==> config.mk <==
export PLATFORM = sky130hd
export DESIGN_NAME = coh_cache_ctrl
export DESIGN_NICKNAME = d
export VERILOG_FILES = /design/src/rtl/coh_pkg.sv /design/src/rtl/coh_line_store.sv /design/src/rtl/coh_word_lane.sv /design/src/rtl/coh_cache_ctrl.sv
export SDC_FILE = /design/constraint.sdc
export NUM_CORES = 1
export LEC_CHECK = 0
export ABC_AREA = 1
export BUFFER_PORTS_ARGS = -buffer_cell sky130_fd_sc_hd__buf_2
export CORE_UTILIZATION = 45
export CTS_CLUSTER_SIZE = 16
export DETAILED_ROUTE_END_ITERATION = 12
export PLACE_DENSITY_LB_ADDON = 0.3
export REMOVE_ABC_BUFFERS = 1
export SLEW_MARGIN = 25
export SYNTH_ARGS = -nofsm -noshare
export SYNTH_HDL_FRONTEND = slang
export SYNTH_SLANG_ARGS = --single-unit
export TNS_END_PERCENT = 5
==> constraint.sdc <==
create_clock -name clk -period 3.84 [get_ports clk]
set_clock_uncertainty 0.15 [all_clocks]
set_input_delay 0.576 -clock clk [delete_from_list [all_inputs] [get_ports clk]]
set_output_delay 0.576 -clock clk [all_outputs]
set_load 0.01 [all_outputs]
==> src/rtl/coh_pkg.sv <==
package coh_pkg;
  typedef enum logic [1:0] {
    LS_INV = 2'd0,
    LS_SHR = 2'd1,
    LS_EXC = 2'd2
  } line_st_e;

  typedef enum logic [1:0] {
    OM_RDMISS = 2'd0,
    OM_WRMISS = 2'd1,
    OM_WRBACK = 2'd2
  } out_msg_e;

  typedef enum logic [1:0] {
    IM_INVAL    = 2'd0,
    IM_FETCH    = 2'd1,
    IM_FETCH_IV = 2'd2,
    IM_DATA     = 2'd3
  } in_msg_e;

  typedef enum logic [2:0] {
    F_IDLE,
    F_EVICT,
    F_MISS,
    F_WAIT,
    F_RESP,
    F_PROBE_WB
  } ctl_st_e;
endpackage

==> src/rtl/coh_line_store.sv <==
module coh_line_store
  import coh_pkg::*;
#(
  parameter int LINES = 4,
  parameter int TAG_W = 4,
  parameter int BLK_W = 32,
  localparam int IDX_W = $clog2(LINES)
) (
  input  logic             clk,
  input  logic             rst_n,
  input  logic [IDX_W-1:0] ra_idx,
  output logic [TAG_W-1:0] ra_tag,
  output line_st_e         ra_st,
  output logic [BLK_W-1:0] ra_dat,
  input  logic [IDX_W-1:0] rb_idx,
  output logic [TAG_W-1:0] rb_tag,
  output line_st_e         rb_st,
  output logic [BLK_W-1:0] rb_dat,
  input  logic             we,
  input  logic [IDX_W-1:0] w_idx,
  input  logic [TAG_W-1:0] w_tag,
  input  line_st_e         w_st,
  input  logic [BLK_W-1:0] w_dat
);
  logic [TAG_W-1:0] tag_q [LINES];
  line_st_e         st_q  [LINES];
  logic [BLK_W-1:0] dat_q [LINES];

  always_ff @(posedge clk or negedge rst_n) begin
    if (!rst_n) begin
      for (int i = 0; i < LINES; i++) begin
        tag_q[i] <= '0;
        st_q[i]  <= LS_INV;
        dat_q[i] <= '0;
      end
    end else if (we) begin
      tag_q[w_idx] <= w_tag;
      st_q[w_idx]  <= w_st;
      dat_q[w_idx] <= w_dat;
    end
  end

  assign ra_tag = tag_q[ra_idx];
  assign ra_st  = st_q[ra_idx];
  assign ra_dat = dat_q[ra_idx];
  assign rb_tag = tag_q[rb_idx];
  assign rb_st  = st_q[rb_idx];
  assign rb_dat = dat_q[rb_idx];
endmodule

==> src/rtl/coh_word_lane.sv <==
module coh_word_lane #(
  parameter int WORDS  = 4,
  parameter int WORD_W = 8,
  localparam int OFF_W = $clog2(WORDS),
  localparam int BLK_W = WORDS * WORD_W
) (
  input  logic [BLK_W-1:0]  base,
  input  logic [OFF_W-1:0]  off,
  input  logic [WORD_W-1:0] word,
  output logic [WORD_W-1:0] pick,
  output logic [BLK_W-1:0]  merged
);
  for (genvar g = 0; g < WORDS; g++) begin : g_lane
    assign merged[g*WORD_W +: WORD_W] =
      (off == OFF_W'(g)) ? word : base[g*WORD_W +: WORD_W];
  end

  assign pick = base[off*WORD_W +: WORD_W];
endmodule

==> src/rtl/coh_cache_ctrl.sv <==
module coh_cache_ctrl
  import coh_pkg::*;
#(
  parameter int AW     = 8,
  parameter int WORDS  = 4,
  parameter int WORD_W = 8,
  parameter int LINES  = 4
) (
  input  logic                             clk,
  input  logic                             rst_n,
  input  logic                             cpu_req_valid,
  output logic                             cpu_req_ready,
  input  logic                             cpu_req_we,
  input  logic [AW-1:0]                    cpu_req_addr,
  input  logic [WORD_W-1:0]                cpu_req_wdata,
  output logic                             cpu_rsp_valid,
  input  logic                             cpu_rsp_ready,
  output logic [WORD_W-1:0]                cpu_rsp_rdata,
  output logic                             out_valid,
  input  logic                             out_ready,
  output logic [1:0]                       out_type,
  output logic [AW-$clog2(WORDS)-1:0]      out_baddr,
  output logic [WORDS*WORD_W-1:0]          out_data,
  input  logic                             in_valid,
  output logic                             in_ready,
  input  logic [1:0]                       in_type,
  input  logic [AW-$clog2(WORDS)-1:0]      in_baddr,
  input  logic [WORDS*WORD_W-1:0]          in_data
);
  localparam int OFF_W = $clog2(WORDS);
  localparam int IDX_W = $clog2(LINES);
  localparam int BA_W  = AW - OFF_W;
  localparam int TAG_W = BA_W - IDX_W;
  localparam int BLK_W = WORDS * WORD_W;

  ctl_st_e             fsm_q;
  logic                req_we_q;
  logic [AW-1:0]       req_addr_q;
  logic [WORD_W-1:0]   req_wdata_q;
  logic [WORD_W-1:0]   rsp_q;
  out_msg_e            omsg_q;
  logic [BA_W-1:0]     obaddr_q;
  logic [BLK_W-1:0]    odata_q;

  // address fields of the live request and of the held request
  logic [OFF_W-1:0] c_off, q_off;
  logic [IDX_W-1:0] c_idx, q_idx, p_idx;
  logic [TAG_W-1:0] c_tag, q_tag, p_tag;
  assign c_off = cpu_req_addr[OFF_W-1:0];
  assign c_idx = cpu_req_addr[OFF_W +: IDX_W];
  assign c_tag = cpu_req_addr[AW-1 -: TAG_W];
  assign q_off = req_addr_q[OFF_W-1:0];
  assign q_idx = req_addr_q[OFF_W +: IDX_W];
  assign q_tag = req_addr_q[AW-1 -: TAG_W];
  assign p_idx = in_baddr[IDX_W-1:0];
  assign p_tag = in_baddr[BA_W-1 -: TAG_W];

  in_msg_e in_kind;
  assign in_kind = in_msg_e'(in_type);

  logic idle, cpu_take, probe_take, reply_take;
  assign idle          = (fsm_q == F_IDLE);
  assign cpu_req_ready = idle && !in_valid;
  assign in_ready      = idle || ((fsm_q == F_WAIT) && (in_kind == IM_DATA));
  assign cpu_take      = cpu_req_valid && cpu_req_ready;
  assign probe_take    = idle && in_valid;
  assign reply_take    = (fsm_q == F_WAIT) && in_valid && (in_kind == IM_DATA);

  // line store
  logic [TAG_W-1:0] a_tag, b_tag, w_tag;
  line_st_e         a_st, b_st, w_st;
  logic [BLK_W-1:0] a_dat, b_dat, w_dat;
  logic [IDX_W-1:0] w_idx;
  logic             w_en;

  coh_line_store #(.LINES(LINES), .TAG_W(TAG_W), .BLK_W(BLK_W)) u_store (
    .clk    (clk),
    .rst_n  (rst_n),
    .ra_idx (idle ? c_idx : q_idx),
    .ra_tag (a_tag),
    .ra_st  (a_st),
    .ra_dat (a_dat),
    .rb_idx (p_idx),
    .rb_tag (b_tag),
    .rb_st  (b_st),
    .rb_dat (b_dat),
    .we     (w_en),
    .w_idx  (w_idx),
    .w_tag  (w_tag),
    .w_st   (w_st),
    .w_dat  (w_dat)
  );

  // word select and merge, shared by hits and by reply install
  logic [WORD_W-1:0] pick;
  logic [BLK_W-1:0]  merged;

  coh_word_lane #(.WORDS(WORDS), .WORD_W(WORD_W)) u_lane (
    .base   ((fsm_q == F_WAIT) ? in_data : a_dat),
    .off    (idle ? c_off : q_off),
    .word   (idle ? cpu_req_wdata : req_wdata_q),
    .pick   (pick),
    .merged (merged)
  );

  // lookup results
  logic a_present, a_hit, a_evict, p_present, p_wb;
  assign a_present = (a_st != LS_INV) && (a_tag == c_tag);
  assign a_hit     = a_present && (!cpu_req_we || (a_st == LS_EXC));
  assign a_evict   = !a_present && (a_st == LS_EXC);
  assign p_present = (b_st != LS_INV) && (b_tag == p_tag);
  assign p_wb      = probe_take && p_present && (b_st == LS_EXC) &&
                     ((in_kind == IM_FETCH) || (in_kind == IM_FETCH_IV));

  // single write port into the line store
  always_comb begin
    w_en  = 1'b0;
    w_idx = c_idx;
    w_tag = a_tag;
    w_st  = a_st;
    w_dat = a_dat;
    if (probe_take) begin
      w_idx = p_idx;
      w_tag = b_tag;
      w_st  = b_st;
      w_dat = b_dat;
      if (p_present) begin
        case (in_kind)
          IM_INVAL: if (b_st == LS_SHR) begin
            w_en = 1'b1;
            w_st = LS_INV;
          end
          IM_FETCH: if (b_st == LS_EXC) begin
            w_en = 1'b1;
            w_st = LS_SHR;
          end
          IM_FETCH_IV: if (b_st == LS_EXC) begin
            w_en = 1'b1;
            w_st = LS_INV;
          end
          default: ;
        endcase
      end
    end else if (cpu_take) begin
      if (a_hit && cpu_req_we) begin
        w_en  = 1'b1;
        w_dat = merged;
      end else if (a_evict) begin
        w_en = 1'b1;
        w_st = LS_INV;
      end
    end else if (reply_take) begin
      w_en  = 1'b1;
      w_idx = q_idx;
      w_tag = q_tag;
      w_st  = req_we_q ? LS_EXC : LS_SHR;
      w_dat = req_we_q ? merged : in_data;
    end
  end

  // sequencer
  always_ff @(posedge clk or negedge rst_n) begin
    if (!rst_n) begin
      fsm_q       <= F_IDLE;
      req_we_q    <= 1'b0;
      req_addr_q  <= '0;
      req_wdata_q <= '0;
      rsp_q       <= '0;
      omsg_q      <= OM_RDMISS;
      obaddr_q    <= '0;
      odata_q     <= '0;
    end else begin
      case (fsm_q)
        F_IDLE: begin
          if (probe_take) begin
            if (p_wb) begin
              omsg_q   <= OM_WRBACK;
              obaddr_q <= in_baddr;
              odata_q  <= b_dat;
              fsm_q    <= F_PROBE_WB;
            end
          end else if (cpu_take) begin
            req_we_q    <= cpu_req_we;
            req_addr_q  <= cpu_req_addr;
            req_wdata_q <= cpu_req_wdata;
            if (a_hit) begin
              rsp_q <= cpu_req_we ? cpu_req_wdata : pick;
              fsm_q <= F_RESP;
            end else if (a_evict) begin
              omsg_q   <= OM_WRBACK;
              obaddr_q <= {a_tag, c_idx};
              odata_q  <= a_dat;
              fsm_q    <= F_EVICT;
            end else begin
              omsg_q   <= cpu_req_we ? OM_WRMISS : OM_RDMISS;
              obaddr_q <= cpu_req_addr[AW-1:OFF_W];
              odata_q  <= '0;
              fsm_q    <= F_MISS;
            end
          end
        end
        F_EVICT: if (out_ready) begin
          omsg_q   <= req_we_q ? OM_WRMISS : OM_RDMISS;
          obaddr_q <= req_addr_q[AW-1:OFF_W];
          odata_q  <= '0;
          fsm_q    <= F_MISS;
        end
        F_MISS: if (out_ready) fsm_q <= F_WAIT;
        F_WAIT: if (reply_take) begin
          rsp_q <= req_we_q ? req_wdata_q : pick;
          fsm_q <= F_RESP;
        end
        F_RESP: if (cpu_rsp_ready) fsm_q <= F_IDLE;
        F_PROBE_WB: if (out_ready) fsm_q <= F_IDLE;
        default: fsm_q <= F_IDLE;
      endcase
    end
  end

  assign out_valid     = (fsm_q == F_EVICT) || (fsm_q == F_MISS) || (fsm_q == F_PROBE_WB);
  assign out_type      = omsg_q;
  assign out_baddr     = obaddr_q;
  assign out_data      = odata_q;
  assign cpu_rsp_valid = (fsm_q == F_RESP);
  assign cpu_rsp_rdata = rsp_q;

  // checks
  AST_RSP_HELD: assert property (@(posedge clk) disable iff (!rst_n)
    cpu_rsp_valid && !cpu_rsp_ready |=> cpu_rsp_valid && $stable(cpu_rsp_rdata));
  AST_OUT_HELD: assert property (@(posedge clk) disable iff (!rst_n)
    out_valid && !out_ready |=> out_valid && $stable(out_type) && $stable(out_baddr) && $stable(out_data));
  AST_PROBE_FIRST: assert property (@(posedge clk) disable iff (!rst_n)
    in_valid |-> !(cpu_req_valid && cpu_req_ready));
  AST_REPLY_THEN_RSP: assert property (@(posedge clk) disable iff (!rst_n)
    (fsm_q == F_WAIT) && in_valid && in_ready |=> cpu_rsp_valid);
  AST_NO_RSP_WITH_MSG: assert property (@(posedge clk) disable iff (!rst_n)
    out_valid |-> !cpu_rsp_valid);
  AST_WAIT_DATA_ONLY: assert property (@(posedge clk) disable iff (!rst_n)
    (fsm_q == F_WAIT) && in_valid && (in_type != 2'd3) |-> !in_ready);
endmodule

Word level (Yosys, flattened, before mapping). Cells that the tools add are included.

Bits in registers: 220. Output and inout bits: 52.

Order comparisons: 4. Equal/unequal tests: 27. Shift operators: 1. Muxes and demuxes: 107. Bitwise operators: 4. Reduce and logical (&&, ||, !) cells: 35.

Operators with widths (count): $mux 32 (17); $bmux 32 s2 (2); $bwmux 128 (1); $mux 8 (11); $demux 32 s2 (1); $pmux 32 s2 (1); $mux 2 (27); $mux 6 (6); $mux 4 (8); $shiftx 32x6->8 (1); $mux 3 (9); $pmux 3 s6 (1); $bmux 4 s2 (2); $bwmux 16 (1); $pmux 8 s2 (1); $logic_and 1x1->1 (15); $eq 2x2->1 const B (6); $pmux 6 s2 (1); $mux 1 (10); $ne 2x2->1 const B (5); $reduce_and 5->1 (2); $ge 3x3->1 const B (3); $not 2->3 (3); $bmux 2 s2 (2); 25 further kinds (42).

Depth between registers and ports, before layout. Gate-level depths: netlist of the first run.

Depth after elaboration: 15. Mapped depth: 20. Gate-level depth less buffers: 18.

Modules after synthesis. Synthesis of the first run repeated with hierarchy kept, for this count alone.

Cell total of the unflattened synthesis: 2718. Area, all modules: 16430.8 um^2.

Modules (own cells, without submodules): coh_line_store (times used 1, cells each 1406, area an instance 9072.5 um^2, sequential area each 3803.6 um^2); coh_cache_ctrl (times used 1, cells each 1145, area an instance 6598.8 um^2, sequential area each 1701.6 um^2); coh_word_lane (times used 1, cells each 167, area an instance 759.5 um^2, sequential area each 0.0 um^2).

Worst setup path after synthesis of the first run. OpenSTA, ideal clock, no wires.

Path type: input to register. From: input port in_baddr[0]. To: register odata_q[10] (netlist: out_data[10]). Setup time: 0.066 ns. Arrival time: 2.501 ns. Data required time: 3.624 ns. Slack: 1.124 ns. Cell stages on the path: 16. Buffers on the path: 3. Cells stage by stage: buf_2 -> clkbuf_1 -> nand2_1 -> nand3_1 -> nand2_1 -> xnor2_1 -> nor3_1 -> nand2_1 -> o21ai_0 -> nand2_1 -> nor2_1 -> nand2_1 -> nor2_1 -> buf_2 -> nand2_1 -> nand2_1.

Longest elaborated chain between the ends: 11.

Ends and longest elaborated chain: start: declaration (line coh_cache_ctrl.sv:27) `input logic [AW-$clog2(WORDS)-1:0] in_baddr,`; $not 2->3 (not written as such) (*) (line coh_line_store.sv:46, coh_line_store.sv:47, coh_line_store.sv:48); $bmux 4 s2 or $bmux 2 s2 (tied branches) (line coh_line_store.sv:46, coh_line_store.sv:47); $mux 4 (not written as such) or $mux 2 (tied branches) (2 in a row) (line coh_line_store.sv:46, coh_line_store.sv:47); $eq 4x4->1 or $reduce_bool 2->1 (tied branches) (line coh_cache_ctrl.sv:111) `assign p_present = (b_st != LS_INV) && (b_tag == p_tag);`; $logic_and 1x1->1 (line coh_cache_ctrl.sv:111); $logic_and 1x1->1 (3 in a row) (line coh_cache_ctrl.sv:112) `assign p_wb = probe_take && p_present && (b_st == LS_EXC) &&`; $ne 3x2->1 (no line); $reduce_and 5->1 (no line); end signal: assignment (line coh_cache_ctrl.sv:179) `odata_q <= b_dat;`; end signal: assignment (line coh_cache_ctrl.sv:192) `odata_q <= a_dat;`; end: declaration (line coh_cache_ctrl.sv:43) `logic [BLK_W-1:0] odata_q;`.

Mark *: on every way between the ends. The rest lies on a longest branch, timed or not. The select of a mux whose other input is x is not followed. A chain may end at the register's enable or synchronous reset.

Worst setup path in the final report of the first run.
From: register fsm_q[0]. To: register u_store.st_q[1] in the netlist's numbering.

Longest elaborated chain between the ends: 15.

Ends and longest elaborated chain: start: declaration (line coh_cache_ctrl.sv:36) `ctl_st_e fsm_q;`; start signal: assignment (line coh_cache_ctrl.sv:164) `fsm_q <= F_IDLE;`; start signal: assignment (line coh_cache_ctrl.sv:180) `fsm_q <= F_PROBE_WB;`; start signal: assignment (line coh_cache_ctrl.sv:188) `fsm_q <= F_RESP;`; $logic_not 3->1 (line coh_cache_ctrl.sv:62) `assign idle = (fsm_q == F_IDLE);`; $mux 2 (line coh_cache_ctrl.sv:79) `.ra_idx (idle ? c_idx : q_idx),`; $not 2->3 (not written as such) (line coh_line_store.sv:43, coh_line_store.sv:44); $bmux 4 s2 or $bmux 2 s2 (tied branches) (line coh_line_store.sv:43, coh_line_store.sv:44); $mux 4 (not written as such) or $mux 2 (tied branches) (2 in a row) (line coh_line_store.sv:43, coh_line_store.sv:44); $eq 4x4->1 or $reduce_bool 2->1 (tied branches) (line coh_cache_ctrl.sv:108) `assign a_present = (a_st != LS_INV) && (a_tag == c_tag);`; $logic_and 1x1->1 (line coh_cache_ctrl.sv:108); $logic_not 1->1 (line coh_cache_ctrl.sv:110) `assign a_evict = !a_present && (a_st == LS_EXC);`; $logic_and 1x1->1 (line coh_cache_ctrl.sv:110); $mux 2 (line coh_cache_ctrl.sv:148) `end else if (a_evict) begin`; $mux 2 (line coh_cache_ctrl.sv:145) `if (a_hit && cpu_req_we) begin`; $mux 2 (line coh_cache_ctrl.sv:144) `end else if (cpu_take) begin`; $mux 2 (line coh_cache_ctrl.sv:122) `if (probe_take) begin`; $bwmux 8 (line coh_line_store.sv:38) `st_q[w_idx] <= w_st;`; end signal: indexed assignment (line coh_line_store.sv:38); end: declaration (line coh_line_store.sv:26) `line_st_e st_q [LINES];`.

Several ways; a longest one is shown, not always the timed one. The select of a mux whose other input is x is not followed.

==> impl_metrics.csv, run 1 <==
group,metric,value,unit
run_status,status,"completed",
worst_setup_path,cp-end-kind,"register",
clocking,root_buffer,"clkbuf_16",
pwr,power_leakage,8.927,nW
pwr,peakVddDrop,0.5561,mV
global_routing,grt_pass1_wl,90960,microns
final_layout,layout_commonest_cell,"nand2_1",
clocking,cts_buffer_depth,3,
yosys,synthSimpleGateAreaFrac,39.30,%
routing,ant_nets,0,
worst_setup_path,worstPathRequired,4170,ps
min_path,hp-start,"cpu_req_addr[0]",
yosys,synthAdderAreaFrac,0.4123,%
global_routing,grt_antenna_before_repair,1,
yosys,yosysSeqAreaShare,36.28,%
final_layout,drive_gt1_share,11.38,%
clocking,cts_sinks,220,
yosys,synth.area.mux_share,0,%
clocking,post_cts_buffers,0,
final_layout,nets,2491,
worst_setup_path,cp_max_fo,36,
timing,tns,0,ps
worst_setup_path,worstSetupPathType,"reg2reg",
floorplan,fp.dieW,185.6,microns
global_routing,busiest_layer,"met2",
timing,fin_crit_sh,93.60,%
global_routing,grt_usage,34.17,%
placed_design,hpwl,37940,microns
yosys,netlist_instances,2368,
worst_setup_path,cp.arrival,3920,ps
clocking,clkTransAtPathRegs,60,ps
clocking,cts_resized,0,
floorplan,initial_core_util,46.17,%
routing,routedWlPerCell,20.33,microns
worst_setup_path,crit_path_start,"fsm_q[0]",
routing,viasPerCell,6.030,
yosys,synth-compound-area-share,16.24,%
floorplan,coreArea,32870,sq um
yosys,ys_ff_latch,220,
timing,setup_violations,0,
timing,rsz0062_at_grt,"no",
clocking,cts_buffers,26,
clocking,cts_tree,"yes",
routing,drc,0,
yosys,ys_types,39,
timing,final_max_slew_viol_count,0,
clocking,htree_levels,1,
timing,hold_viol,0,
floorplan,ios,115,
timing,min_period,3594,ps
yosys,synth_top_family_by_area,"simple AND/OR/NAND/NOR gates",
routing,drtIter0Drc,2609,
yosys,avgSynthCellArea,6.408,sq um
yosys,synth-warning-count,0,
global_routing,grt_use_met1,46.82,%
worst_setup_path,start_kind,"register",
clocking,clk_latency,550,ps
worst_setup_path,timing.rr.start,"fsm_q[0]",
min_path,hp-class,"in2reg",
placed_design,gp_congestion,1.000,
floorplan,dieArea,34460,sq um
timing,maxSlewHeadroom,30.14,%
timing,tightestPinTransition,1037,ps
timing,fin_hold_ws,117.4,ps
routing,routed_wl,58660,microns
final_layout,area_growth_syn_to_layout,12.63,%
yosys,synthesis.area,15170,sq um
global_routing,grt.overflow.total,0,
floorplan,fp.dieH,185.6,microns
routing,firstDrtPassIters,6,
job,cap_viol_max_count,0,
timing,max_freq,0.2782,GHz
global_routing,grt_max_degree,78,
global_routing,use_met2,50.68,%
pwr,power.density,972.2,nW/um^2
final_layout,fillCellCount,3306,
yosys,synth_xor_area_share,0.1732,%
placed_design,port_buffers,114,
final_layout,layout_common_cells,"1095 x nand2_1, 220 x dfrtp_1, 206 x nand3_1",
global_routing,grt_pass1_vias,16340,
global_routing,grtUsageMet3,8.100,%
routing,vias,17400,
floorplan,rows,66,
## final timing paths
kind,to,slack [ps],cells past startpoint
hold / removal,req_addr_q[0],120,3
hold reg to reg,out_data[9],320,2
min in group asynchronous,out_baddr[2],440,2
max in group asynchronous,out_data[8],2050,3
setup / recovery,u_store.st_q[1],250,14
setup reg to reg,u_store.st_q[1],250,14
## synth_stat cells
master / number / share of area, %
buf_4: 6 / 0.30
buf_2: 27 / 0.89
a32oi_1: 2 / 0.12
inv_2: 8 / 0.20
xnor2_1: 1 / 0.058
nand3_2: 3 / 0.20
clkinv_1: 2 / 0.049
a31oi_1: 11 / 0.45
o21a_1: 7 / 0.35
o21ai_0: 172 / 5.7
nor2_4: 2 / 0.15
o21ai_1: 2 / 0.066
ha_1: 5 / 0.41
nor2_1: 115 / 2.8
o211ai_1: 33 / 1.6
or2_2: 1 / 0.041
nand2_1: 1097 / 27
nand4_1: 33 / 1.4
nand2_4: 7 / 0.52
dfrtp_1: 220 / 36
buf_6: 13 / 0.96
nor3_1: 4 / 0.13
a221oi_1: 1 / 0.058
o21ai_2: 1 / 0.058
a22oi_1: 1 / 0.049
o31ai_1: 34 / 1.7
o21bai_1: 6 / 0.30
o22ai_1: 52 / 2.1
a21oi_1: 48 / 1.6
nand3_1: 206 / 6.8
o211a_1: 10 / 0.66
clkbuf_1: 82 / 2.0
inv_1: 103 / 2.5
o21ai_4: 2 / 0.21
a31o_2: 20 / 1.2
o2bb2ai_1: 1 / 0.058
xor2_1: 2 / 0.12
buf_1: 25 / 0.62
nand2_2: 3 / 0.12
## what timing repair did
| item | CTS | global route |
|---|---|---|
| hold buffers | 1 | 0 |
| hold endpoints to repair | 72 | 0 |
| setup endpoints to repair | 0 | 0 |
## critical path, stage by stage, from the launching register on
cell and delay [ps]:
dfrtp_1 400, inv_1 210, nand2_2 220, o21ai_4 430
nand3_1 200, nand2_1 130, nand2_1 70, nand2_1 90
nand3_2 140, o21ai_4 180, buf_4 520, a21oi_1 130
o21ai_0 440, nand2_1 120, nand2_1 70
## sequential cells by signal (all words and copies together) (netlist names)
signal         cells
u_store.dat_q    128
out_data          32
u_store.tag_q     16
cpu_rsp_rdata      8
req_addr_q         8
req_wdata_q        8
u_store.st_q       8
out_baddr          6
fsm_q              3
out_type           2
req_we_q           1
## power breakdown
| group | internal [mW] | switching (mW) |
|---|---|---|
| Clock | 1.58 | 1.04 |
| Combinational | 3.11 | 6.88 |
| Sequential | 3.26 | 0.750 |
## routing by layer
layer,up-vias,wire (microns)
met2,1284,24760
met5,-,0
li1,7869,-
met3,226,7595
met1,8024,23560
met4,0,2742
## final cells by class
cell class	count	area [sq um]	area share, %
multi-input cells	1882	8552	50.04
flip-flops and latches	220	5505	32.21
repair buffers	180	1154	6.750
clock buffers	37	763.2	4.466
well taps	442	553.0	3.236
inverters	113	424.2	2.482
clock inverters	11	137.6	0.8053
diodes	1	2.502	0.01464
## per-stage QoR
stage / power (mW) / utilization, % / worst slack, ps / instances / cell area, sq um
after floorplan: 10.26 / - / -3469 / 2215 / 14450
after global placement: 13.41 / 49.22 / 519.8 / 2836 / 16180
after detailed placement: 13.63 / 49.22 / 417.0 / 2836 / 16180
after CTS: 16.32 / 51.99 / 384.8 / 2885 / 17090
after global routing: 17.83 / 52.00 / 64.75 / 2886 / 17090
final: 16.62 / 52.00 / 245.6 / 2886 / 17090
## cells by family after synthesis
logic type,count (synthesis)
XOR/XNOR,3
AND/OR/NAND/NOR,1471
flip-flops,220
buffers and inverters,266
adder cells (fa/ha/maj),5
AO/OA/AOI/OAI,403
No activity file was read; power rests on OpenSTA's default activity.
==> run 2, diff against run 1 <==
Clock period 3.84 ns to 4.18 ns, I/O delays scaled along.
==> impl_metrics.csv, run 2 (synthesis results as in run 1) <==
group,metric,value,unit
run_status,status,"finished with violations",
run_status,violations,"negative hold slack",
job,cap_viol_max_count,0,
routing,ant_nets,0,
worst_setup_path,cp_max_fo,36,
global_routing,grt_max_degree,104,
final_layout,layout_common_cells,"1095 x nand2_1, 220 x dfrtp_1, 206 x nand3_1",
floorplan,initial_core_util,46.17,%
placed_design,place_inst,2830,
min_path,hp-class,"in2async",
worst_setup_path,worstSetupPathType,"reg2reg",
worst_setup_path,cp-end-kind,"register",
final_layout,nets,2484,
worst_setup_path,path_buf_inv,2,
timing,maxSlewHeadroom,32.11,%
global_routing,grt_pass1_vias,15950,
timing,max_freq,0.2644,GHz
global_routing,busiest_layer,"met2",
worst_setup_path,cp_top_family,"compound AO/OA/AOI/OAI gates",
timing,final_max_slew_viol_count,0,
timing,fin_hold_ws,-9.409,ps
timing,hold_viol,20,
final_layout,top_register,"u_store.dat_q",
clocking,cts_buffers,26,
timing,fin_crit_sh,90.50,%
worst_setup_path,worstPathRequired,4520,ps
pwr,peakVddDrop,0.4405,mV
global_routing,grt_pass1_wl,89100,microns
final_layout,seqCellArea,5505,sq um
global_routing,grt_antenna_before_repair,1,
clocking,cts_sinks,220,
routing,vias,17210,
worst_setup_path,cp.arrival,4120,ps
clocking,post_cts_buffers,0,
pwr,power_leakage,8.895,nW
global_routing,grt_usage,33.33,%
clocking,clk_latency,570,ps
clocking,postCtsHoldBufs,0,
placed_design,gp_congestion,0.9586,
worst_setup_path,cp_common_cell,"nand2_1",
floorplan,coreArea,32870,sq um
placed_design,hpwl,37080,microns
floorplan,fp.dieH,185.6,microns
final_layout,layout_commonest_cell,"nand2_1",
worst_setup_path,crit_chain,"inv_1, nand2_2, o21ai_4, nand3_1, nand2_1, nand2_1, nand2_1, nand3_2, o21ai_4, buf_4, a21oi_1, o21ai_0, nand2_1, nand2_1",
routing,routedWlPerCell,19.87,microns
clocking,clkTransAtPathRegs,70,ps
routing,firstDrtPassIters,8,
worst_setup_path,start_kind,"register",
timing,tightestPinTransition,1008,ps
timing,setup_violations,0,
final_layout,fin_cells,2876,
worst_setup_path,cp_slowest_cell,"buf_4",
final_layout,final_util,51.86,%
global_routing,grt_use_met1,45.59,%
placed_design,place_ws,423.4,ps
final_layout,largest_register_ff_count,128,
global_routing,grtUsageMet3,7.220,%
routing,drtIter0Drc,2566,
clocking,htree_levels,1,
final_layout,drive_gt1_share,11.05,%
final_layout,fillCellCount,3331,
floorplan,rows,66,
clocking,cts_buffer_depth,3,
global_routing,grt.overflow.total,0,
clocking,cts_resized,0,
timing,layout_setup_ws,397.1,ps
floorplan,dieArea,34460,sq um
floorplan,fp.dieW,185.6,microns
final_layout,multi_input_area,8552,sq um
worst_setup_path,cpPeakStageDelay,550,ps
final_layout,diodes,0,
timing,min_period,3783,ps
routing,viasPerCell,5.982,
floorplan,ios,115,
timing,rsz0062_at_grt,"no",
pwr,power.density,891.1,nW/um^2
global_routing,use_met2,50.20,%
clocking,cts_tree,"yes",
placed_design,port_buffers,114,
clocking,root_buffer,"clkbuf_16",
final_layout,area_growth_syn_to_layout,12.33,%
routing,routed_wl,57160,microns
routing,drc,0,
==> run 2: cell count changes in the layout (fill, tap and decap cells not counted), sizes merged <==
cell         before  now
buf             179  173
clkinv            6    4
clkbuf           37   38
clkinvlp          3    2
diode             1    0
dlygate4sd3       1    0
==> run 2: worst paths after layout <==
path	from	slack, ps	depth (start not counted)	end
setup / recovery	fsm_q[0]	400	14	u_store.st_q[3]
hold / removal	rst_n	-9	1	out_baddr[0]
setup reg to reg	fsm_q[0]	400	14	u_store.st_q[3]
hold reg to reg	out_data[17]	320	2	out_data[17]
max in group asynchronous	rst_n	3040	2	u_store.dat_q[49]
min in group clk	cpu_req_addr[0]	140	3	req_addr_q[0]
==> run 2: per-stage QoR <==
step           TNS (ps)  hold WS, ps  power, mW  instance area (sq um)
2_1_floorplan   -559130        181.4      9.423                  14450
3_3_place_gp          0        307.2      12.33                  16160
3_5_place_dp          0        310.0      12.48                  16160
4_1_cts               0        21.66      14.91                  17050
5_1_grt               0        61.10      16.26                  17050
6_report              0       -9.409      15.19                  17050
==> run 2: where the power goes <==
part           total, mW  internal, mW  switching (mW)
Combinational       9.12          2.84            6.28
Sequential          3.67          3.00           0.677
Clock               2.40          1.43           0.964
==> run 2: cell type report <==
type	instances	area share, %
Clock inverter	8	0.7708
Multi-Input combinational cell	1882	50.17
Timing Repair Buffer	173	6.592
Inverter	113	2.488
Sequential cell	220	32.30
Clock buffer	38	4.434
Tap cell	442	3.245
==> run 2: metal layers <==
layer / up-vias / routed length, microns
li1: 7854 / -
met1: 7905 / 22930
met2: 1247 / 24150
met3: 199 / 7396
met4: 0 / 2678
met5: - / 0
